File: config.mk
export PLATFORM = sky130hd
export DESIGN_NAME = wdog_rst_gen
export DESIGN_NICKNAME = d
export VERILOG_FILES = /design/src/rtl/wdog_pkg.sv /design/src/rtl/wdog_kick_decode.sv /design/src/rtl/wdog_timeout_cnt.sv /design/src/rtl/wdog_pulse_timer.sv /design/src/rtl/wdog_rst_gen.sv
export SDC_FILE = /design/constraint.sdc
export NUM_CORES = 1
export LEC_CHECK = 0
export CAP_MARGIN = 0
export CORE_AREA = 3 3 53 55
export DETAILED_ROUTE_END_ITERATION = 8
export DIE_AREA = 0 0 56 58
export PLACE_DENSITY = 0.69
export SKIP_LAST_GASP = 1
export SYNTH_ARGS = -nofsm -noshare
export SYNTH_HDL_FRONTEND = slang
export SYNTH_HIERARCHICAL = 1
export SYNTH_SLANG_ARGS = --single-unit
File: constraint.sdc
create_clock -name clk -period 2.3 [get_ports clk]
set_clock_uncertainty 0.05 [all_clocks]
set_input_delay 0.23 -clock clk [delete_from_list [all_inputs] [get_ports clk]]
set_output_delay 0.23 -clock clk [all_outputs]
set_load 0.1 [all_outputs]
File: src/rtl/wdog_pkg.sv
package wdog_pkg;

    typedef enum logic [1:0] {
        ST_POR  = 2'd0,
        ST_RUN  = 2'd1,
        ST_FIRE = 2'd2
    } wdog_state_e;

endpackage

File: src/rtl/wdog_kick_decode.sv
module wdog_kick_decode #(
    parameter int                ADDR_W    = 23,
    parameter logic [ADDR_W-1:0] KICK_ADDR = 23'h180000
) (
    input  logic [ADDR_W-1:0] addr_i,
    input  logic              wr_i,
    output logic              kick_o
);

    logic addr_hit;

    // Full-width compare: every address bit must match.
    assign addr_hit = (addr_i == KICK_ADDR);
    assign kick_o   = wr_i & addr_hit;

endmodule

File: src/rtl/wdog_timeout_cnt.sv
module wdog_timeout_cnt #(
    parameter int TIMEOUT_TICKS = 8
) (
    input  logic clk,
    input  logic rst,
    input  logic arm_i,
    input  logic tick_i,
    input  logic kick_i,
    output logic expire_o
);

    localparam int CW = $clog2(TIMEOUT_TICKS + 1);
    localparam logic [CW-1:0] LAST = CW'(TIMEOUT_TICKS - 1);

    logic [CW-1:0] cnt_q;

    // The count is held at zero while disarmed. A kick wins over a tick.
    always_ff @(posedge clk) begin
        if (rst || !arm_i) begin
            cnt_q <= '0;
        end else if (kick_i) begin
            cnt_q <= '0;
        end else if (tick_i) begin
            cnt_q <= cnt_q + 1'b1;
        end
    end

    assign expire_o = arm_i && tick_i && !kick_i && (cnt_q == LAST);

endmodule

File: src/rtl/wdog_pulse_timer.sv
module wdog_pulse_timer #(
    parameter int CW = 8
) (
    input  logic          clk,
    input  logic          rst,
    input  logic          run_i,
    input  logic [CW-1:0] last_i,
    output logic          done_o
);

    logic [CW-1:0] cnt_q;

    always_ff @(posedge clk) begin
        if (rst || !run_i) begin
            cnt_q <= '0;
        end else begin
            cnt_q <= cnt_q + 1'b1;
        end
    end

    assign done_o = run_i && (cnt_q == last_i);

endmodule

File: src/rtl/wdog_rst_gen.sv
module wdog_rst_gen
    import wdog_pkg::*;
#(
    parameter int                ADDR_W        = 23,
    parameter logic [ADDR_W-1:0] KICK_ADDR     = 23'h180000,
    parameter int                TIMEOUT_TICKS = 8,
    parameter int                POR_CYCLES    = 64,
    parameter int                FIRE_CYCLES   = 64
) (
    input  logic              clk,
    input  logic              rst,
    input  logic              frame_tick,
    input  logic [ADDR_W-1:0] cpu_addr,
    input  logic              cpu_wr,
    input  logic              wd_en,
    output logic              cpu_halt_n,
    output logic              cpu_reset_n
);

    localparam int MAX_PULSE = (POR_CYCLES > FIRE_CYCLES) ? POR_CYCLES : FIRE_CYCLES;
    localparam int PCW       = $clog2(MAX_PULSE + 1);
    localparam logic [PCW-1:0] POR_LAST  = PCW'(POR_CYCLES - 1);
    localparam logic [PCW-1:0] FIRE_LAST = PCW'(FIRE_CYCLES - 1);

    wdog_state_e   state_q, state_d;
    logic          kick;
    logic          expire;
    logic          pulse_run;
    logic          pulse_done;
    logic          arm;
    logic [PCW-1:0] pulse_last;
    logic          hold_low;

    wdog_kick_decode #(
        .ADDR_W    (ADDR_W),
        .KICK_ADDR (KICK_ADDR)
    ) u_kick (
        .addr_i (cpu_addr),
        .wr_i   (cpu_wr),
        .kick_o (kick)
    );

    assign arm = (state_q == ST_RUN) && wd_en;

    wdog_timeout_cnt #(
        .TIMEOUT_TICKS (TIMEOUT_TICKS)
    ) u_tmo (
        .clk      (clk),
        .rst      (rst),
        .arm_i    (arm),
        .tick_i   (frame_tick),
        .kick_i   (kick),
        .expire_o (expire)
    );

    assign pulse_run  = (state_q == ST_POR) || (state_q == ST_FIRE);
    assign pulse_last = (state_q == ST_POR) ? POR_LAST : FIRE_LAST;

    wdog_pulse_timer #(
        .CW (PCW)
    ) u_pulse (
        .clk    (clk),
        .rst    (rst),
        .run_i  (pulse_run),
        .last_i (pulse_last),
        .done_o (pulse_done)
    );

    // Next-state logic: POR_DONE, EXPIRE, FIRE_DONE.
    always_comb begin
        state_d = state_q;
        unique case (state_q)
            ST_POR:  if (pulse_done) state_d = ST_RUN;
            ST_RUN:  if (expire)     state_d = ST_FIRE;
            ST_FIRE: if (pulse_done) state_d = ST_RUN;
            default:                 state_d = ST_POR;
        endcase
    end

    // State register.
    always_ff @(posedge clk) begin
        if (rst) begin
            state_q <= ST_POR;
        end else begin
            state_q <= state_d;
        end
    end

    // Output decode: both lines are driven from one term.
    always_comb begin
        hold_low    = (state_q != ST_RUN);
        cpu_reset_n = !hold_low;
        cpu_halt_n  = !hold_low;
    end

endmodule

## Word level (Yosys, flattened, before mapping)

Index checks and enable logic that the tools add are counted.

| storage, ports and cells | value |
|---|---|
| bits in registers | 13 |
| bits in latches | 0 |
| memory bits (writable) | 0 |
| bits in read-only memories | 0 |
| bits of input ports | 28 |
| output and inout port bits | 2 |
| logic and storage cells | 33 |
| memories kept | 0 |

| cells by class | value |
|---|---|
| add/subtract/negate cells | 2 |
| multiply operators | 0 |
| div/mod/pow operators | 0 |
| magnitude comparators | 0 |
| eq/ne operators | 8 |
| shifts and indexed selects | 0 |
| multiplexer cells | 3 |
| bitwise operators | 1 |
| reductions and logical operators | 16 |

Operator list:

| operator | number |
|---|---|
| $eq A23 B21 Y1 const B | 1 |
| $add A7 B1 Y7 const B | 1 |
| $eq A7 B6 Y1 const B | 1 |
| $logic_and A1 B1 Y1 | 5 |
| $add A4 B1 Y4 const B | 1 |
| $eq A4 B3 Y1 const B | 1 |
| $logic_not A1 Y1 | 4 |
| $mux W2 | 2 |
| $ne A2 B1 Y1 const B | 2 |
| $pmux W2 S2 | 1 |
| $reduce_or A2 Y1 | 2 |
| $logic_or A1 B1 Y1 | 3 |
| $eq A2 B1 Y1 const B | 1 |
| $eq A2 B2 Y1 const B | 1 |
| $logic_not A2 Y1 | 1 |
| $ne A2 B2 Y1 const B | 1 |
| $reduce_and A2 Y1 | 1 |
| $and A1 B1 Y1 | 1 |

## Longest topological paths before layout

Gate-level depths: netlist (run 1).

| logic depth | value |
|---|---|
| depth in word-level cells | 7 |
| gate-level depth with buffers | 7 |
| depth with buffers taken out | 7 |

## Modules after synthesis

The synthesis (run 1) kept the hierarchy.

Modules (own cells, without submodules):

| module | times used | cells an instance | area each (sq um) | seq. area each (sq um) |
|---|---|---|---|---|
| wdog_pulse_timer | 1 | 38 | 340.3 | 140.1 |
| wdog_timeout_cnt | 1 | 20 | 216.5 | 80.1 |
| wdog_rst_gen | 1 | 13 | 120.1 | 40.0 |
| wdog_kick_decode | 1 | 9 | 72.6 | 0.0 |

## Least setup slack after synthesis (run 1)

No wires, ideal clock.

| timing path | value |
|---|---|
| kind | flip-flop to flip-flop |
| from | register state_q[0] |
| to | register state_q[0] |
| setup time | 0.117 ns |
| arrival | 1.757 ns |
| required time | 2.133 ns |
| slack | 0.376 ns |
| cell stages (with the launch flop) | 7 |
| buffers on the path | 0 |
| period minus slack after synthesis | 1.924 ns |
| path through | dfxtp_1 nor2b_4 and2_1 nand4b_1 nor3b_1 nor2_1 a32o_1 |

| between the ends | value |
|---|---|
| longest elaborated chain between the ends | 7 |
| elaborated cells on any way between the ends | 14 |
| classes of those cells | 4 x eq/ne; 1 x mux; 9 x reduce/logical |

RTL lines:

| what | RTL line | RTL |
|---|---|---|
| start: declaration | wdog_rst_gen.sv:25 | `wdog_state_e state_q, state_d;` |
| start signal: assignment | wdog_rst_gen.sv:85 | `state_q <= state_d;` |
| $eq A2 B1 Y1 | wdog_rst_gen.sv:43 | `assign arm = (state_q == ST_RUN) && wd_en;` |
| $logic_and A1 B1 Y1 | wdog_rst_gen.sv:43 |  |
| named net arm | wdog_rst_gen.sv:30 | `logic arm;` |
| $logic_and A1 B1 Y1 (3 in a row) | wdog_timeout_cnt.sv:28 | `assign expire_o = arm_i && tick_i && !kick_i && (cnt_q == LAST);` |
| named net expire | wdog_rst_gen.sv:27 | `logic expire;` |
| $ne A2 B2 Y1 (no line) | -- |  |
| $reduce_and A2 Y1 (no line) | -- |  |

The timed path passes the listed nets, and every way through them passes these cells.
A chain may end at the register's enable or synchronous reset.

## Final worst setup path (run 1)

| timing path | value |
|---|---|
| from | input port cpu_addr[22] |
| to | register state_q[0] |

| between the ends | value |
|---|---|
| longest elaborated chain between the ends | 7 |

RTL lines:

| what | RTL line | RTL |
|---|---|---|
| start: declaration | wdog_rst_gen.sv:13 | `input logic [ADDR_W-1:0] cpu_addr,` |
| $eq A23 B21 Y1 | wdog_kick_decode.sv:13 | `assign addr_hit = (addr_i == KICK_ADDR);` |
| $and A1 B1 Y1 | wdog_kick_decode.sv:14 | `assign kick_o = wr_i & addr_hit;` |
| named net kick | wdog_rst_gen.sv:26 | `logic kick;` |
| $logic_not A1 Y1 | wdog_timeout_cnt.sv:28 |  |
| $logic_and A1 B1 Y1 (2 in a row) | wdog_timeout_cnt.sv:28 |  |
| named net expire | wdog_rst_gen.sv:27 |  |
| $ne A2 B2 Y1 (no line) | -- |  |
| $reduce_and A2 Y1 (no line) | -- |  |

The timed path passes the listed nets, and every way through them passes these cells.

==> impl_metrics.tcl, run 1 <==
set metrics [dict create \
    wl_met3_um 149 \
    endpoint_kind "flip-flop" \
    clock-sinks 13 \
    drc 0 \
    fin_util_pct 45.32 \
    ys_seq_area_share_pct 34.72 \
    yosysTopAreaCell "dfxtp_1" \
    cts.clk_slew.worst_paths_ns 0.07 \
    synth.distinct_cells 34 \
    synth.most_common_cell "dfxtp_1" \
    synthAdderAreaFrac_pct 3.339 \
    coreArea_mm2 0.002432 \
    drive_above_1_share_pct 12.07 \
    status "completed" \
    yosys.area_share.simple_pct 34.56 \
    gr-total-overflow 0 \
    cts.repair.resized 0 \
    finalCritPeriodShare_pct 73.29 \
    grt_max_degree 9 \
    start_util_pct 30.81 \
    netlist_area_um2 749.5 \
    synth_compound_area_share_pct 7.679 \
    dieArea_mm2 0.003248 \
    cts_hold_buffers 0 \
    numCtsBuffers 3 \
    diodes 0 \
    drv_slew 0 \
    m1WireLength_um 759 \
    wl_per_cell_um 11.36 \
    rsz0062_at_grt "no" \
    max_freq_ghz 0.5932 \
    grt_use_total_pct 11.03 \
    vdd_drop_max_uv 323.2 \
    fill_cells 245 \
    hold_violations 0 \
    io_buffers 29 \
    die_w_um 56 \
    worstPathMaxFanout 4 \
    hpwl_um 1372 \
    cts.path.max_buffers 2 \
    grt_pass1_vias 691 \
    muxShareOfSynthArea_pct 2.838 \
    maxCapViolCount 0 \
    critPathLaunchType "primary input" \
    required_ns 2.41 \
    hp-class "flip-flop to flip-flop" \
    ys_warn_count 6 \
    top_layer_used "met3" \
    area_delta_synth_final_pct 47.08 \
    clockRootBuffer "clkbuf_4" \
    dieHeight_um 58 \
    drt-vias-per-instance 4.795 \
    drt.antenna.violating_nets 0 \
    cts_max_level 1 \
    cts_setup_buffers 0 \
    clock_latency_ns 0.27 \
    grt_antenna_before_repair 0 \
    synthTopCellsByArea "dfxtp_1 35%, xnor2_1 11%, nor2_1 4.5%, nor4b_2 4.0%, ha_1 3.3%" \
    finalSetupTns_ns 0 \
    syn_area_per_cell_um2 9.368 \
    finalSetupViolations 0 \
    drt-initial-drc-count 21 \
    path_class "primary input to flip-flop" \
    grt_first_pass_wirelength_um 2925 \
    io_pins 30 \
    tritoncts "built" \
    synth_xor_area_share_pct 12.85 \
    std_cell_rows 18 \
    async_reset_ff_share_pct 0 \
    routabilityCongestion 0.7997 \
    ys_ff_latch 13 \
    firstDrtPassIters 5 \
    fin_nets 147 \
    fin_crit_ns 1.686 \
    synth_top_family_by_area "simple AND/OR/NAND/NOR gates" \
    vias 700 \
    synthFlopType "dfxtp_1" \
    power_density_mw_per_mm2 413.1 \
    synth_common_cells "13 x dfxtp_1, 9 x nor2_1, 9 x xnor2_1, 4 x nand4_1" \
    synth.top_cell.area_share_pct 34.72 \
    p_leak_nw 0.3799 \
    cp.arrival_ns 1.80 \
    wirelength_um 1659 \
    synth_edf_count 0 \
    wl_met2_um 749 \
    netlist_instances 80 \
]
-- per-layer routing --
| metal | up-vias | global-route usage [%] |
|---|---|---|
| met5 | - | 0 |
| met4 | 0 | 3.051 |
| met3 | 0 | 3.118 |
| met2 | 36 | 18.70 |
| met1 | 315 | 13.78 |
| li1 | 349 | - |
-- cell type report --
cell class                 count  area [um^2]  area share (%)
multi-input combinational     68        485.5           44.04
timing repair buffer          29        285.3           25.88
sequential                    13        260.3           23.61
tap                           30        37.54           3.405
clock buffer                   4        26.28           2.384
inverter                       2        7.507          0.6810
-- report_power, final --
group / switching [mW] / total, mW / internal (mW) / leakage (nW)
sequential: 0.00531 / 0.235 / 0.230 / 0.105
clock: 0.0691 / 0.136 / 0.0671 / 0.0150
combinational: 0.0268 / 0.0840 / 0.0572 / 0.260
total: 0.101 / 0.455 / 0.354 / 0.380
-- per-stage QoR --
stage               instances  setup WS, ns  hold slack [ns]  instance area (um^2)  power [mW]
floorplan                  85        0.3757           0.3661                 768.2      0.2719
global placement          142        0.3779           0.4088                  1076      0.3230
detailed placement        142        0.2997           0.4146                  1076      0.3242
CTS                       146        0.5928           0.4345                  1102      0.4660
global route              146        0.4614           0.4630                  1102      0.4846
finish                    146        0.6143           0.4339                  1102      0.4553
-- critical path, cell delays in order --
cell	delay, ns
clkdlybuf4s50_1	0.44
and4bb_2	0.23
nand4_1	0.07
nor2_1	0.08
nand4b_1	0.17
nor3b_1	0.29
nor2_1	0.08
a32o_1	0.21
-- cell usage in the layout (no fill, tap or decap), types with 3 or more instances in the layout --
| cell type | synthesis | final |
|---|---|---|
| clkbuf_4 | 0 | 3 |
| dfxtp_1 | 13 | 13 |
| xnor2_1 | 9 | 9 |
| nor2_1 | 9 | 9 |
| conb_1 | 2 | 7 |
| nand2_1 | 3 | 3 |
| nor4_1 | 3 | 3 |
| nand4_1 | 4 | 4 |
| clkdlybuf4s50_1 | 0 | 27 |
-- kinds of logic after synthesis --
kind of cell             Yosys count
AO/OA/AOI/OAI                      8
XOR/XNOR                          11
adder cells (fa/ha/maj)            2
buffers and inverters              4
flip-flops                        13
multiplexers                       2
other                              2
AND/OR/NAND/NOR                   38
-- worst paths after layout --
path               startpoint          endpoint  slack, ns  cells after the start
max              cpu_addr[22]        state_q[0]       0.61                      8
max reg2reg        state_q[0]        state_q[0]       0.70                      6
min reg2reg  u_pulse/cnt_q[0]  u_pulse/cnt_q[0]       0.43                      1
min          u_pulse/cnt_q[0]  u_pulse/cnt_q[0]       0.43                      1
-- sequential cells by signal, summed over array words and instances (netlist names) --
name	cells
state_q	2
u_tmo/cnt_q	4
u_pulse/cnt_q	7
Note: power is estimated with default switching activity, not from simulation.
==> run 2: changes to the inputs <==
==> constraint.sdc (replaced) <==
create_clock -name clk -period 1.71 [get_ports clk]
set_clock_uncertainty 0.05 [all_clocks]
set_input_delay 0.171 -clock clk [delete_from_list [all_inputs] [get_ports clk]]
set_output_delay 0.171 -clock clk [all_outputs]
set_load 0.1 [all_outputs]
==> run 2 against run 1 <==
Via count is 1.6% lower. Worst setup slack worse by 0.45 ns. Global-route usage grew 0.71 points. Largest cell class unchanged. Worst hold slack got worse by 0.0013 ns. Power grew 35%. Cell count rose by 0.68%. Clock power is 35% higher. Combinational power increased by 39%. Sequential share of layout area down 0.74 points. Non-clock buffer count is 1 higher.
==> impl_metrics.tcl, run 2 (synthesis gave the netlist of run 1 again) <==
set metrics [dict create \
    maxCapViolCount 0 \
    drive_above_1_share_pct 15.38 \
    area_delta_synth_final_pct 52.59 \
    largest_reg_flops 7 \
    top_regs "u_pulse/cnt_q: 7 flops, u_tmo/cnt_q: 4 flops, state_q: 2 flops" \
    coreArea_mm2 0.002432 \
    drc 0 \
    grt_max_degree 9 \
    final_common_cell "clkdlybuf4s50_1" \
    finalCritPeriodShare_pct 90.34 \
    routabilityCongestion 0.7638 \
    stdcell_area_mm2 0.001144 \
    diodes 0 \
    die_w_um 56 \
    std_cell_rows 18 \
    path_class "primary input to flip-flop" \
    start_util_pct 30.81 \
    grt_use_total_pct 11.75 \
    fin_nets 148 \
    grt_antenna_before_repair 0 \
    io_buffers 29 \
    drt.antenna.violating_nets 0 \
    r2r_start "state_q[0]" \
    clock-sinks 13 \
    wirelength_um 1729 \
    layout_setup_ws_ns 0.1651 \
    power.internal_mw 0.4794 \
    hp-class "flip-flop to flip-flop" \
    wl_per_cell_um 11.76 \
    grt_first_pass_wirelength_um 2994 \
    sw_frac_of_total_pct 22.22 \
    vdd_drop_max_uv 464.0 \
    vias 689 \
    endpoint_kind "flip-flop" \
    clock_latency_ns 0.27 \
    cts.path.max_buffers 2 \
    hold_violations 0 \
    cts_max_level 1 \
    cts.repair.resized 0 \
    gr-total-overflow 0 \
    placed_cell_area_mm2 0.001117 \
    numCtsBuffers 3 \
    ff2ff_setup_slack_ns 0.20 \
    drt-initial-drc-count 7 \
    status "completed" \
    cp.arrival_ns 1.65 \
    dieHeight_um 58 \
    drv_slew 0 \
    largest_register "u_pulse/cnt_q" \
    clockRootBuffer "clkbuf_4" \
    power_density_mw_per_mm2 539.0 \
    power_frac_seq_pct 51.4 \
    cts.clk_slew.worst_paths_ns 0.07 \
    firstDrtPassIters 4 \
    dieArea_mm2 0.003248 \
    hpwl_um 1409 \
    max_freq_ghz 0.6473 \
    pre_cts_ws_ns -0.1208 \
    r2r_end "state_q[0]" \
    cts_hold_buffers 0 \
    worstHoldEndpoint "u_pulse/cnt_q[0]" \
    tritoncts "built" \
    drt-vias-per-instance 4.687 \
    p_switching_mw 0.1370 \
    finalSetupViolations 0 \
    p_leak_nw 0.3918 \
    worstPathMaxFanout 4 \
    required_ns 1.82 \
    fin_crit_ns 1.545 \
    p_comb_share_pct 19.0 \
    r2r_cells 6 \
    io_pins 30 \
    worstHoldPathCells 1 \
    critPathLaunchType "primary input" \
    worstHoldStart "u_pulse/cnt_q[0]" \
    p_clk_share_pct 29.7 \
    cts_setup_buffers 0 \
    grt_pass1_vias 675 \
    rsz0062_at_grt "no" \
    final_cell_mix "27 x clkdlybuf4s50_1, 12 x dfxtp_1, 9 x nor2_1, 9 x xnor2_1, 7 x conb_1" \
]
-- run 2: through the flow --
step | instances | total power, mW | hold WS [ns] | util (%) | setup TNS (ns)
finish | 147 | 0.6164 | 0.4326 | 47.02 | 0
global route | 147 | 0.6537 | 0.4654 | 47.02 | 0
CTS | 147 | 0.6288 | 0.4383 | 47.02 | 0
detailed placement | 143 | 0.4407 | 0.4170 | 45.94 | -0.2563
global placement | 143 | 0.4392 | 0.4097 | 45.94 | -0.1596
floorplan | 85 | 0.3660 | 0.3073 | - | -0.2305
-- run 2: final cells by class --
type	instances	area, um^2
Fill cell	249	1289
Multi-Input combinational cell	68	493.0
Timing Repair Buffer	30	317.8
Sequential cell	13	261.5
Tap cell	30	37.54
Clock buffer	4	26.28
Inverter	2	7.507
-- run 2: worst max-delay path by stage --
| stage | from | to | slack, ns | cells after the start |
|---|---|---|---|---|
| finish | cpu_addr[22] | state_q[0] | 0.17 | 8 |
| global route | cpu_addr[22] | state_q[0] | 0.06 | 8 |
| CTS | cpu_addr[22] | state_q[0] | 0.16 | 8 |
| detailed placement | cpu_addr[22] | state_q[0] | -0.12 | 8 |
| global placement | cpu_addr[15] | state_q[0] | -0.1 | 8 |
| floorplan | state_q[0] | state_q[0] | -0.14 | 6 |
-- run 2: power by group through the flow --
stage | logic (mW) | clock network, mW | registers, mW
2_1_floorplan | 0.0438 | 0 | 0.322
3_3_place_gp | 0.116 | 0 | 0.324
3_5_place_dp | 0.117 | 0 | 0.324
4_1_cts | 0.118 | 0.194 | 0.317
5_1_grt | 0.127 | 0.209 | 0.318
6_report | 0.117 | 0.183 | 0.317
-- run 2: routing by layer --
metal  up-vias  part of all wire, %  track usage (%)
met5         -                    0                0
met4         0                    0            5.085
met3         0                   11            4.677
met2        29                   46            19.03
met1       308                   43            13.82
li1        352                    -                -
-- run 2: critical path, cell delays in order --
cell and delay, ns:
clkdlybuf4s50_1 0.45, and4bb_2 0.24, nand4_1 0.06, nor2_1 0.08, nand4b_1 0.19, nor3b_2 0.20
nor2_1 0.06, a32o_1 0.21
